--- src/rtl/pwm_chan_pkg.sv ---
package pwm_chan_pkg;

  localparam int OFF_DUTY_LO = 0;
  localparam int OFF_DUTY_HI = 1;
  localparam int OFF_CTRL    = 4;
  localparam int OFF_TBSEL   = 5;

  typedef struct packed {
    logic od_en;     // bit2
    logic clk_gate;  // bit1
    logic pol_inv;   // bit0
  } ctrl_t;

  localparam ctrl_t CTRL_RST = '{od_en: 1'b0, clk_gate: 1'b1, pol_inv: 1'b0};

endpackage

--- src/rtl/pwm_chan_regs.sv ---
module pwm_chan_regs
  import pwm_chan_pkg::*;
#(
  parameter int ADDR_W = 4,
  parameter int DATA_W = 8,
  parameter int DUTY_W = 10,
  parameter int SEL_W  = 2
) (
  input  logic              clk_i,
  input  logic              rst_ni,
  input  logic              we_i,
  input  logic [ADDR_W-1:0] addr_i,
  input  logic [DATA_W-1:0] wdata_i,
  output logic [DATA_W-1:0] rdata_o,
  output logic [DUTY_W-1:0] duty_o,
  output ctrl_t             ctrl_o,
  output logic [SEL_W-1:0]  sel_o
);

  localparam int HI_W = DUTY_W - DATA_W;

  logic [HI_W-1:0]   hi_stage_q;
  logic [DUTY_W-1:0] duty_q;
  ctrl_t             ctrl_q;
  logic [SEL_W-1:0]  sel_q;

  always_ff @(posedge clk_i or negedge rst_ni) begin
    if (!rst_ni) begin
      hi_stage_q <= '0;
      duty_q     <= '0;
      ctrl_q     <= CTRL_RST;
      sel_q      <= '0;
    end else if (we_i) begin
      case (addr_i)
        ADDR_W'(OFF_DUTY_LO): duty_q     <= {hi_stage_q, wdata_i};
        ADDR_W'(OFF_DUTY_HI): hi_stage_q <= wdata_i[HI_W-1:0];
        ADDR_W'(OFF_CTRL):    ctrl_q     <= ctrl_t'(wdata_i[2:0]);
        ADDR_W'(OFF_TBSEL):   sel_q      <= wdata_i[SEL_W-1:0];
        default: ;
      endcase
    end
  end

  always_comb begin
    case (addr_i)
      ADDR_W'(OFF_DUTY_LO): rdata_o = duty_q[DATA_W-1:0];
      ADDR_W'(OFF_DUTY_HI): rdata_o = DATA_W'(hi_stage_q);
      ADDR_W'(OFF_CTRL):    rdata_o = DATA_W'(ctrl_q);
      ADDR_W'(OFF_TBSEL):   rdata_o = DATA_W'(sel_q);
      default:              rdata_o = '0;
    endcase
  end

  assign duty_o = duty_q;
  assign ctrl_o = ctrl_q;
  assign sel_o  = sel_q;


  hi_stage_only_chk: assert property (@(posedge clk_i) disable iff (!rst_ni)
    (we_i && addr_i == ADDR_W'(OFF_DUTY_HI)) |=> $stable(duty_q));


  stray_write_chk: assert property (@(posedge clk_i) disable iff (!rst_ni)
    (we_i && addr_i != ADDR_W'(OFF_DUTY_LO) && addr_i != ADDR_W'(OFF_DUTY_HI) &&
     addr_i != ADDR_W'(OFF_CTRL) && addr_i != ADDR_W'(OFF_TBSEL))
    |=> ($stable(duty_q) && $stable(hi_stage_q) && $stable(ctrl_q) && $stable(sel_q)));

endmodule

--- src/rtl/pwm_chan_cmp.sv ---
module pwm_chan_cmp #(
  parameter int NUM_TB = 4,
  parameter int CNT_W  = 10,
  parameter int DUTY_W = 10,
  parameter int SEL_W  = 2
) (
  input  logic                    clk_i,
  input  logic                    rst_ni,
  input  logic [NUM_TB*CNT_W-1:0] tb_cnt_i,
  input  logic [NUM_TB-1:0]       tb_sop_i,
  input  logic [SEL_W-1:0]        sel_i,
  input  logic [DUTY_W-1:0]       duty_i,
  input  logic                    gate_i,
  output logic                    lvl_o
);

  logic [CNT_W-1:0]  cnt_arr [NUM_TB];
  logic [CNT_W-1:0]  cnt_sel;
  logic              sop_sel;
  logic [DUTY_W-1:0] duty_act_q;
  logic [DUTY_W-1:0] duty_use;
  logic              load;
  logic              lvl_q;

  for (genvar k = 0; k < NUM_TB; k++) begin : g_tb
    assign cnt_arr[k] = tb_cnt_i[k*CNT_W +: CNT_W];
  end

  assign cnt_sel = cnt_arr[sel_i];
  assign sop_sel = tb_sop_i[sel_i];

  // gated: track working duty so ungating starts with the fresh value
  assign load     = gate_i || sop_sel;
  assign duty_use = load ? duty_i : duty_act_q;

  always_ff @(posedge clk_i or negedge rst_ni) begin
    if (!rst_ni) begin
      duty_act_q <= '0;
      lvl_q      <= 1'b0;
    end else begin
      duty_act_q <= duty_use;
      lvl_q      <= !gate_i && ({{(DUTY_W > CNT_W ? DUTY_W-CNT_W : 0){1'b0}}, cnt_sel} < duty_use);
    end
  end

  assign lvl_o = lvl_q;


  commit_hold_chk: assert property (@(posedge clk_i) disable iff (!rst_ni)
    (!sop_sel && !gate_i) |=> (duty_act_q == $past(duty_act_q)));


  gate_idle_chk: assert property (@(posedge clk_i) disable iff (!rst_ni)
    gate_i |=> !lvl_q);


  zero_duty_chk: assert property (@(posedge clk_i) disable iff (!rst_ni)
    (duty_act_q == '0 && !sop_sel) |=> !lvl_q);

endmodule

--- src/rtl/pwm_chan_drv.sv ---
module pwm_chan_drv (
  input  logic lvl_i,
  input  logic inv_i,
  input  logic od_i,
  output logic pwm_o,
  output logic oe_o
);

  logic logic_lvl;

  assign logic_lvl = lvl_i ^ inv_i;

  // open-drain: drive low for 0, release for 1
  always_comb begin
    if (od_i) begin
      pwm_o = 1'b0;
      oe_o  = !logic_lvl;
    end else begin
      pwm_o = logic_lvl;
      oe_o  = 1'b1;
    end
  end

endmodule

--- src/rtl/pwm_chan.sv ---
module pwm_chan
  import pwm_chan_pkg::*;
#(
  parameter int NUM_TB = 4,
  parameter int CNT_W  = 10,
  parameter int DUTY_W = 10,
  parameter int ADDR_W = 4,
  parameter int DATA_W = 8
) (
  input  logic                    clk_i,
  input  logic                    rst_ni,
  input  logic                    reg_we_i,
  input  logic [ADDR_W-1:0]       reg_addr_i,
  input  logic [DATA_W-1:0]       reg_wdata_i,
  output logic [DATA_W-1:0]       reg_rdata_o,
  input  logic [NUM_TB*CNT_W-1:0] tb_cnt_i,
  input  logic [NUM_TB-1:0]       tb_sop_i,
  output logic                    pwm_o,
  output logic                    pwm_oe_o
);

  localparam int SEL_W = (NUM_TB > 1) ? $clog2(NUM_TB) : 1;

  logic [DUTY_W-1:0] duty;
  ctrl_t             ctrl;
  logic [SEL_W-1:0]  sel;
  logic              lvl;

  pwm_chan_regs #(
    .ADDR_W(ADDR_W), .DATA_W(DATA_W), .DUTY_W(DUTY_W), .SEL_W(SEL_W)
  ) u_regs (
    .clk_i  (clk_i),
    .rst_ni (rst_ni),
    .we_i   (reg_we_i),
    .addr_i (reg_addr_i),
    .wdata_i(reg_wdata_i),
    .rdata_o(reg_rdata_o),
    .duty_o (duty),
    .ctrl_o (ctrl),
    .sel_o  (sel)
  );

  pwm_chan_cmp #(
    .NUM_TB(NUM_TB), .CNT_W(CNT_W), .DUTY_W(DUTY_W), .SEL_W(SEL_W)
  ) u_cmp (
    .clk_i   (clk_i),
    .rst_ni  (rst_ni),
    .tb_cnt_i(tb_cnt_i),
    .tb_sop_i(tb_sop_i),
    .sel_i   (sel),
    .duty_i  (duty),
    .gate_i  (ctrl.clk_gate),
    .lvl_o   (lvl)
  );

  pwm_chan_drv u_drv (
    .lvl_i(lvl),
    .inv_i(ctrl.pol_inv),
    .od_i (ctrl.od_en),
    .pwm_o(pwm_o),
    .oe_o (pwm_oe_o)
  );


  gated_rest_chk: assert property (@(posedge clk_i) disable iff (!rst_ni)
    ($past(ctrl.clk_gate) && ctrl.clk_gate && !ctrl.od_en) |-> (pwm_o == ctrl.pol_inv));


  od_release_chk: assert property (@(posedge clk_i) disable iff (!rst_ni)
    ($past(ctrl.clk_gate) && ctrl.clk_gate && ctrl.od_en) |-> (pwm_oe_o == !ctrl.pol_inv));

endmodule

--- config.mk ---
export PLATFORM = sky130hd
export DESIGN_NAME = pwm_chan
export DESIGN_NICKNAME = d
export VERILOG_FILES = /design/src/rtl/pwm_chan_pkg.sv /design/src/rtl/pwm_chan_regs.sv /design/src/rtl/pwm_chan_cmp.sv /design/src/rtl/pwm_chan_drv.sv /design/src/rtl/pwm_chan.sv
export SDC_FILE = /design/constraint.sdc
export NUM_CORES = 1
export LEC_CHECK = 0
export BUFFER_PORTS_ARGS = -buffer_cell sky130_fd_sc_hd__buf_2
export CORE_UTILIZATION = 52
export CTS_CLUSTER_DIAMETER = 100
export CTS_CLUSTER_SIZE = 40
export DETAILED_ROUTE_END_ITERATION = 8
export PLACE_DENSITY = 0.95
export SLEW_MARGIN = 40
export SYNTH_ARGS = -nofsm -noshare
export SYNTH_HDL_FRONTEND = slang
export SYNTH_SLANG_ARGS = --single-unit
--- constraint.sdc ---
create_clock -name clk_i -period 6.5 [get_ports clk_i]
set_clock_uncertainty 0.15 [all_clocks]
set_input_delay 0.325 -clock clk_i [delete_from_list [all_inputs] [get_ports clk_i]]
set_output_delay 0.325 -clock clk_i [all_outputs]
set_load 0.02 [all_outputs]
==> reports/metrics.csv, run 1 <==
stage;metric;value;unit
setup_path;reg2reg_from;u_regs.sel_o[0];
placement;portBuffers;68;
detailed_routing;viasPerCell;5.42;
cts;post_cts_buffers;0;
floorplan;design.core.area;3080;µm²
floorplan;start_util;0.552;
min_path;hold-path-endpoint;u_regs.duty_o[6];
cells_and_area;n_antenna_cell;0;
timing;fmax;0.297;GHz
floorplan;die_w;59.2;µm
timing;finalCritPeriodShare;0.517;
detailed_routing;drt_iter0_drc;28;
yosys;ys_seq_elements;28;
pwr;powerDensity;286;nW/µm²
grt;grt_pass1_vias;1400;
yosys;synth_cell_types;28;
cts;cts_buffers;3;
cts;cts_tree;built;
setup_path;critPathCaptureType;flip-flop;
yosys;synth.avg_cell_area;13.4;µm²
floorplan;io_pins;69;
min_path;min_path_type;in -> reg;
yosys;yosys-top-cells-area;dfrtp_1 (40%), mux4_2 (17%), mux2_2 (13%);
grt;overflow;0;
yosys;syn_inst;127;
placement;dp_hpwl;2930;µm
cts;htree_levels;1;
grt;antenna_found_initial;0;
setup_path;startpoint_type;flip-flop;
detailed_routing;wl_per_cell;14.3;µm
cells_and_area;fillers;223;
grt;grtUsageTotal;0.215;
timing;setup_tns;0;ps
pwr;ir_drop;153;µV
setup_path;r2r_end;u_cmp.lvl_o;
setup_path;arrival;3460;ps
setup_path;r2r_slack;3140;ps
yosys;yosys.area.top_type;dfrtp_1;
floorplan;die_area;3500;µm²
setup_path;required;6600;ps
detailed_routing;dr.pass1.iters;4;
cts;clock_latency;320;ps
placement;place.gp.congestion;0.819;
timing;slew_viol_final;0;
yosys;seq_area_frac_synth;0.413;
grt;grt_max_degree;29;
cells_and_area;nets;265;
cells_and_area;drive_above_1_share;0.551;
cells_and_area;syn_to_final_growth;25.0;%
cts;cts_num_sinks;28;
detailed_routing;drc;0;
timing;hold_ws;70.6;ps
timing;final-setup-viol-count;0;
setup_path;crit_chain;mux4_2 > nor2_8 > mux2i_1 > ha_1 > a211oi_1 > o21ai_0 > a221o_1 > a211oi_2;
setup_path;r2r_cells;8;
timing;period_needed;3360;ps
grt;grt_pass1_wl;5550;µm
setup_path;worstSetupPathType;reg -> reg;
min_path;min_from;reg_wdata_i[6];
cts;cts_buffer_depth;2;
timing;hold_viol_final;0;
yosys;syn_nets;195;
timing;worst_slew_pin_slew;696;ps
timing;relSlewSlack;0.536;
timing;rsz0062_at_grt;false;
detailed_routing;ant_nets;0;
detailed_routing;routed_wl;3430;µm
floorplan;fp.dieH;59.2;µm
cts;clk_pin_slew_worst_paths;140;ps
setup_path;slowest_stage;dfrtp_1;
cts;root_buffer;clkbuf_4;
detailed_routing;vias;1300;
min_path;hold_path_depth;2;
setup_path;cp_slowest_stage_delay;820;ps
yosys;synth_top_area_frac;0.398;
outcome;status;completed;
cells_and_area;fin_util;0.690;
setup_path;critPathMaxFanout;13;
pwr;p_leak;1.07;nW
run;maxCapViolCount;0;
yosys;yosys_warnings;0;
yosys;netlist_area;1700;µm²
floorplan;rows;20;
-- what timing repair did --
action                    in CTS  in global routing
hold endpoints to repair      27                  0
hold buffers                   1                  0
resized for setup              0                  0
-- kinds of logic after synthesis --
group | count (synthesis) | share of synthesized area
xor gates and xnor gates | 1 | 0.00516
AOI/OAI and AO/OA | 8 | 0.0339
DFF | 28 | 0.413
adders and majority gates | 9 | 0.0663
buffers and inverters | 15 | 0.0346
and+or+nand+nor | 25 | 0.0957
muxes | 41 | 0.351
-- metal layers --
metal | wire length, µm | global-route usage
met5 | 0 | 0
met4 | 23 | 0.0850
met3 | 158 | 0.0153
met2 | 1870 | 0.416
met1 | 1370 | 0.245
-- cell usage in the layout (no fill, tap or decap) --
| cell type | netlist | routed |
|---|---|---|
| xor2_1 | 1 | 1 |
| nor2b_1 | 1 | 1 |
| mux2_2 | 19 | 19 |
| dfstp_2 | 1 | 1 |
| nor3_1 | 1 | 1 |
| nor4_4 | 1 | 1 |
| mux4_2 | 13 | 13 |
| clkbuf_4 | 0 | 3 |
| and2_1 | 7 | 7 |
| a221o_1 | 1 | 1 |
| dfrtp_1 | 27 | 27 |
| dlygate4sd3_1 | 0 | 1 |
| nor2_1 | 5 | 5 |
| a211oi_2 | 1 | 1 |
| clkbuf_8 | 0 | 1 |
| nand3_1 | 3 | 3 |
| nor4_1 | 1 | 1 |
| a211oi_1 | 1 | 1 |
| buf_2 | 1 | 68 |
| nand2_1 | 2 | 2 |
| a21o_1 | 1 | 1 |
| mux2i_1 | 9 | 9 |
| a21oi_1 | 2 | 2 |
| nand4_1 | 3 | 3 |
| nor2_8 | 1 | 1 |
| ha_1 | 9 | 9 |
| inv_1 | 11 | 11 |
| o21ai_0 | 2 | 2 |
-- sequential cells by signal, indices dropped and copies added, names as in the netlist --
name               flops
u_regs.sel_o           2
u_regs.hi_stage_q      2
u_regs.duty_o         10
u_regs.ctrl_o          3
u_cmp.lvl_o            1
u_cmp.duty_act_q      10
-- layout make-up --
| cell class | count | area (µm²) | share of cell area |
|---|---|---|---|
| clock buffers | 4 | 36.3 | 0.0171 |
| well taps | 44 | 55.1 | 0.0259 |
| multi-input cells | 84 | 938 | 0.442 |
| inverters | 11 | 41.3 | 0.0194 |
| flip-flops and latches | 28 | 702 | 0.331 |
| repair buffers | 69 | 350 | 0.165 |
-- how the worst max path moves through the flow --
stage,cells past startpoint,to,slack (ps),from
after global routing,8,u_cmp.lvl_o,2930,u_regs.sel_o[0]
after detailed placement,8,u_cmp.lvl_o,3140,u_regs.sel_o[0]
after CTS,8,u_cmp.lvl_o,3120,u_regs.sel_o[0]
final,8,u_cmp.lvl_o,3140,u_regs.sel_o[0]
after global placement,9,u_cmp.lvl_o,3290,u_regs.sel_o[0]
after floorplan,9,u_cmp.lvl_o,3800,u_regs.sel_o[0]
-- synth_stat cells --
cell	n
dfrtp_1	27
mux2_2	19
mux4_2	13
inv_1	11
ha_1	9
mux2i_1	9
and2_1	7
nor2_1	5
nand3_1	3
nand4_1	3
a21oi_1	2
nand2_1	2
o21ai_0	2
a211oi_1	1
a211oi_2	1
a21o_1	1
a221o_1	1
buf_1	1
buf_2	1
clkbuf_1	1
clkbuf_2	1
dfstp_2	1
nor2_8	1
nor2b_1	1
nor3_1	1
nor4_1	1
nor4_4	1
xor2_1	1
-- per-stage QoR --
step | cells | setup slack, ps | power (mW) | instance area, µm²
3_3_place_gp | 235 | 3290 | 0.509 | 2080
6_report | 240 | 3140 | 0.607 | 2120
5_1_grt | 240 | 2930 | 0.651 | 2120
3_5_place_dp | 235 | 3140 | 0.531 | 2080
2_1_floorplan | 127 | 3800 | 0.452 | 1700
4_1_cts | 240 | 3120 | 0.613 | 2120
-- power by group --
group	switching (mW)	leakage (nW)	total, mW	internal, mW
Clock	0.0497	0.0210	0.0839	0.0343
Sequential	0.0440	0.346	0.271	0.227
Combinational	0.115	0.701	0.252	0.137
Total	0.208	1.07	0.607	0.399
-- worst max-delay path, delay by kind of cell (launching register included) --
kind,cells,cell delay [ps]
multiplexers,2,1010
AND/OR/NAND/NOR,1,230
flip-flops,1,820
adder cells (fa/ha/maj),1,300
AO/OA/AOI/OAI,4,770
Power figures use the tool's default switching activity.
==> inputs of run 2 (changes only) <==
CORE_UTILIZATION = 48   (was 52)
PLACE_DENSITY = 0.9   (was 0.95)
clock period = 3.25 ns   (was 6.5 ns; I/O delays follow)
==> reports/metrics.csv, run 2 (synthesis gave the netlist of run 1 again) <==
stage;metric;value;unit;change
placement;portBuffers;68;;unchanged
cells_and_area;syn_to_final_growth;30.7;%;was 25.0%
cts;cts_tree;built;;unchanged
setup_path;critPathMaxFanout;10;;was 13
cts;cts_buffer_depth;2;;unchanged
grt;grtUsageTotal;0.203;;was 0.215
cells_and_area;final_common_cell;buf_2;;unchanged
outcome;status;completed;;unchanged
setup_path;startpoint_type;flip-flop;;unchanged
timing;finalCritPeriodShare;0.865;;was 0.517
timing;period_needed;2810;ps;was 3360 ps
grt;overflow;0;;unchanged
timing;relSlewSlack;0.602;;was 0.536
floorplan;die_w;61.5;µm;was 59.2 µm
placement;place.gp.congestion;0.865;;was 0.819
min_path;min_path_type;in -> reg;;unchanged
cts;cts_buffers;3;;unchanged
detailed_routing;wl_per_cell;14.0;µm;was 14.3 µm
cells_and_area;fin_cells;252;;was 240
cts;clock_latency;320;ps;about the same
detailed_routing;vias;1342;;was 1300
pwr;ir_drop;251;µV;was 153 µV
cts;cts_num_sinks;28;;unchanged
setup_path;critPathCaptureType;flip-flop;;unchanged
timing;fmax;0.356;GHz;was 0.297 GHz
detailed_routing;drc;0;;unchanged
cells_and_area;drive_above_1_share;0.534;;was 0.551
floorplan;start_util;0.505;;was 0.552
floorplan;die_area;3780;µm²;was 3500 µm²
cells_and_area;n_antenna_cell;0;;unchanged
grt;antenna_found_initial;0;;unchanged
floorplan;io_pins;69;;unchanged
cts;htree_levels;1;;unchanged
pwr;powerDensity;552;nW/µm²;was 286 nW/µm²
pwr;p_leak;1.11;nW;was 1.07 nW
timing;final-setup-viol-count;0;;unchanged
floorplan;fp.dieH;61.5;µm;was 59.2 µm
timing;hold_viol_final;0;;unchanged
detailed_routing;drt_iter0_drc;18;;was 28
cells_and_area;nets;275;;was 265
placement;dp_hpwl;2820;µm;was 2930 µm
cells_and_area;fin_area;2220;µm²;was 2120 µm²
cells_and_area;layout_common_cells;buf_2 (68), dfrtp_1 (27), mux2_2 (19);;unchanged
timing;slew_viol_final;0;;unchanged
grt;grt_pass1_vias;1305;;was 1400
run;maxCapViolCount;0;;unchanged
detailed_routing;routed_wl;3530;µm;was 3430 µm
grt;grt_max_degree;29;;unchanged
floorplan;design.core.area;3360;µm²;was 3080 µm²
grt;grt_pass1_wl;5530;µm;was 5550 µm
placement;dpl-instance-area;2090;µm²;was 2080 µm²
detailed_routing;dr.pass1.iters;4;;unchanged
placement;dpl.cell_count;239;;was 235
timing;setup_tns;0;ps;unchanged
setup_path;arrival;2910;ps;was 3460 ps
timing;worst_slew_pin_slew;597;ps;was 696 ps
cts;cts_hold_buffers;9;;was 1
timing;rsz0062_at_grt;false;;unchanged
cts;clk_pin_slew_worst_paths;130;ps;was 140 ps
setup_path;worstSetupPathType;reg -> reg;;unchanged
floorplan;rows;21;;was 20
setup_path;required;3350;ps;was 6600 ps
cts;post_cts_buffers;0;;unchanged
detailed_routing;viasPerCell;5.33;;was 5.42
detailed_routing;ant_nets;0;;unchanged
cts;root_buffer;clkbuf_4;;unchanged
cts;cts.repair.resized;0;;unchanged
run 2: routing by layer:
| metal | up-vias | global-route usage | part of all wire |
|---|---|---|---|
| met5 | - | 0 | 0 |
| met4 | 0 | 0.0698 | 0.015 |
| met3 | 6 | 0.0231 | 0.051 |
| met2 | 59 | 0.366 | 0.51 |
| met1 | 644 | 0.254 | 0.42 |
| li1 | 633 | - | - |
run 2: stage by stage:
stage	hold WS (ps)	total power [mW]	setup slack [ps]	utilization
CTS	136	1.23	436	0.660
global route	153	1.31	342	0.660
floorplan	-283	0.904	552	-
detailed placement	50.6	1.06	448	0.623
finish	145	1.22	438	0.660
global placement	47.0	1.03	557	0.623
run 2: final cells by class:
class | instances | area (µm²)
inverter | 11 | 41.3
sequential | 28 | 702
tap | 46 | 57.6
clock buffer | 4 | 36.3
timing repair buffer | 79 | 445
multi-input combinational | 84 | 938
fill | 275 | 1140
run 2: worst max-delay path, cell delays in order, from the launching register on:
cell	delay, ps
dfrtp_1	390
mux4_2	570
nor2_8	220
mux2_2	370
inv_1	60
ha_1	230
nand4_1	130
nor2_1	70
a221o_1	350
a211oi_2	190
run 2: worst paths after layout:
check | from | to | slack (ps) | depth (start not counted)
max in group asynchronous | rst_ni | u_regs.sel_o[1] | 2340 | 2
worst max register to register | u_regs.sel_o[0] | u_cmp.lvl_o | 440 | 9
worst max-delay path | u_regs.sel_o[0] | u_cmp.lvl_o | 440 | 9
worst min register to register | u_cmp.duty_act_q[2] | u_cmp.duty_act_q[2] | 370 | 1
min in group asynchronous | rst_ni | u_regs.duty_o[8] | 220 | 2
worst min-delay path | reg_we_i | u_regs.sel_o[1] | 150 | 3
run 2: report_power, final:
part | switching [mW] | internal (mW)
registers | 0.0614 | 0.455
logic | 0.256 | 0.288
clock network | 0.0959 | 0.0686
==> inputs of run 3 (changes only) <==
CELL_PAD_IN_SITES_DETAIL_PLACEMENT = 1   (was unset)
CELL_PAD_IN_SITES_GLOBAL_PLACEMENT = 1   (was unset)
CORE_UTILIZATION = 37   (was 48)
PLACE_DENSITY = 0.89   (was 0.9)
==> reports/metrics.csv, run 3 (synthesis gave the netlist of run 1 again) <==
stage;metric;value;unit;change
detailed_routing;drt_iter0_drc;46;;was 18
timing;fmax;0.347;GHz;was 0.356 GHz
setup_path;crit_start;u_regs.sel_o[0];;unchanged
cells_and_area;fin_cells;256;;was 252
cts;cts_num_sinks;28;;unchanged
setup_path;critPathCaptureType;flip-flop;;unchanged
outcome;status;completed;;unchanged
setup_path;required;3300;ps;was 3350 ps
cts;clk_pin_slew_worst_paths;100;ps;was 130 ps
cells_and_area;multi_input_area;938;µm²;unchanged
cells_and_area;layout_common_cells;buf_2 (68), dfrtp_1 (27), mux2_2 (19);;unchanged
detailed_routing;viasPerCell;5.30;;was 5.33
placement;dp_hpwl;3670;µm;was 2820 µm
floorplan;io_pins;69;;unchanged
grt;grtUsageTotal;0.201;;was 0.203
grt;grt_pass1_vias;1563;;was 1305
setup_path;reg2reg_from;u_regs.sel_o[0];;unchanged
min_path;min_path_type;in -> reg;;unchanged
cells_and_area;regArea;702;µm²;unchanged
cells_and_area;drive_above_1_share;0.539;;was 0.534
cts;root_buffer;clkbuf_8;;was clkbuf_4
floorplan;design.core.area;4380;µm²;was 3360 µm²
setup_path;worstSetupPathType;reg -> reg;;unchanged
setup_path;arrival;2930;ps;was 2910 ps
timing;period_needed;2880;ps;was 2810 ps
cts;htree_levels;1;;unchanged
setup_path;r2r_end;u_cmp.lvl_o;;unchanged
cts;cts_tree;built;;unchanged
cts;clock_latency;280;ps;was 320 ps
detailed_routing;ant_nets;0;;unchanged
setup_path;cp_slowest_stage_delay;570;ps;about the same
floorplan;die_w;69.8;µm;was 61.5 µm
grt;antenna_found_initial;0;;unchanged
grt;overflow;0;;unchanged
cts;cts_buffer_depth;2;;unchanged
detailed_routing;dr.pass1.iters;2;;was 4
cts;cts_buffers;3;;unchanged
setup_path;crit_chain;mux4_2 > nor2_8 > mux2i_1 > ha_1 > nand4_1 > nor2_1 > a221o_1 > a211oi_2;;was mux4_2 > nor2_8 > mux2_2 > inv_1 > ha_1 > nand4_1 > nor2_1 > a221o_1 > a211oi_2
setup_path;r2r_cells;8;;was 9
placement;portBuffers;68;;unchanged
placement;dpl.cell_count;245;;was 239
timing;final-setup-viol-count;0;;unchanged
setup_path;path_buf_inv;0;;was 1
setup_path;startpoint_type;flip-flop;;unchanged
timing;hold_ws;16.3;ps;was 145 ps
floorplan;start_util;0.388;;was 0.505
floorplan;rows;24;;was 21
timing;slew_viol_final;0;;unchanged
cells_and_area;fin_util;0.512;;was 0.660
timing;finalCritPeriodShare;0.886;;was 0.865
detailed_routing;vias;1358;;was 1342
setup_path;slowest_stage;mux4_2;;unchanged
grt;grt_pass1_wl;7560;µm;was 5530 µm
setup_path;critPathMaxFanout;10;;unchanged
timing;relSlewSlack;0.585;;was 0.602
floorplan;fp.dieH;69.8;µm;was 61.5 µm
timing;rsz0062_at_grt;false;;unchanged
cells_and_area;n_antenna_cell;0;;unchanged
detailed_routing;routed_wl;4460;µm;was 3530 µm
detailed_routing;drc;0;;unchanged
floorplan;die_area;4870;µm²;was 3780 µm²
detailed_routing;wl_per_cell;17.4;µm;was 14.0 µm
pwr;ir_drop;222;µV;was 251 µV
timing;hold_viol_final;0;;unchanged
setup_path;r2r_slack;370;ps;was 440 ps
pwr;p_leak;1.12;nW;was 1.11 nW
cells_and_area;syn_to_final_growth;32.0;%;was 30.7%
cells_and_area;fillers;493;;was 275
run;maxCapViolCount;0;;unchanged
placement;place.gp.congestion;0.784;;was 0.865
grt;grt_max_degree;29;;unchanged
timing;worst_slew_pin_slew;623;ps;was 597 ps
setup_path;cp_top_family;multiplexers;;unchanged
cts;post_cts_buffers;0;;unchanged
cells_and_area;nets;273;;was 275
setup_path;crit_cells;8;;was 9
cells_and_area;final_common_cell;buf_2;;unchanged
timing;setup_tns;0;ps;unchanged
setup_path;crit_end;u_cmp.lvl_o;;unchanged
pwr;powerDensity;609;nW/µm²;was 552 nW/µm²
run 3: what timing repair did:
action | 4_1_cts | 5_1_grt
hold endpoints to repair | 34 | 0
hold buffers | 7 | 0
gates resized for setup | 0 | 0
setup endpoints to repair | 0 | 0
run 3: area by class of cell:
| cell class | count | area share |
|---|---|---|
| Clock buffer | 3 | 0.0184 |
| Clock inverter | 1 | 0.0134 |
| Inverter | 11 | 0.0184 |
| Multi-Input combinational cell | 84 | 0.418 |
| Sequential cell | 28 | 0.313 |
| Tap cell | 52 | 0.0290 |
| Timing Repair Buffer | 77 | 0.190 |
run 3: worst min-delay path by stage:
| stage | start | endpoint | slack, ps | depth (start not counted) |
|---|---|---|---|---|
| floorplan | rst_ni | u_cmp.duty_act_q[0] | -280 | 0 |
| global placement | rst_ni | u_regs.duty_o[3] | 60 | 1 |
| detailed placement | rst_ni | u_regs.duty_o[3] | 60 | 1 |
| CTS | reg_wdata_i[1] | u_regs.ctrl_o[1] | 9 | 2 |
| global route | reg_wdata_i[1] | u_regs.ctrl_o[1] | 20 | 2 |
| finish | reg_wdata_i[1] | u_regs.duty_o[1] | 20 | 2 |
run 3: layer usage:
| layer | wire [µm] | global-route usage |
|---|---|---|
| met4 | 70 | 0.0667 |
| met1 | 1810 | 0.250 |
| met3 | 218 | 0.0233 |
| met5 | 0 | 0 |
| met2 | 2360 | 0.360 |
run 3: where the power goes:
part | internal (mW) | switching [mW] | total (mW)
logic | 0.288 | 0.275 | 0.563
registers | 0.456 | 0.0715 | 0.528
clock network | 0.165 | 0.110 | 0.275
total | 0.909 | 0.457 | 1.37
run 3: per-stage QoR:
step / power, mW / cell area [µm²] / setup slack, ps
final: 1.37 / 2240 / 370
after global routing: 1.47 / 2240 / 276
after CTS: 1.38 / 2240 / 386
after detailed placement: 1.09 / 2100 / 408
after global placement: 1.04 / 2100 / 547
after floorplan: 0.904 / 1700 / 552
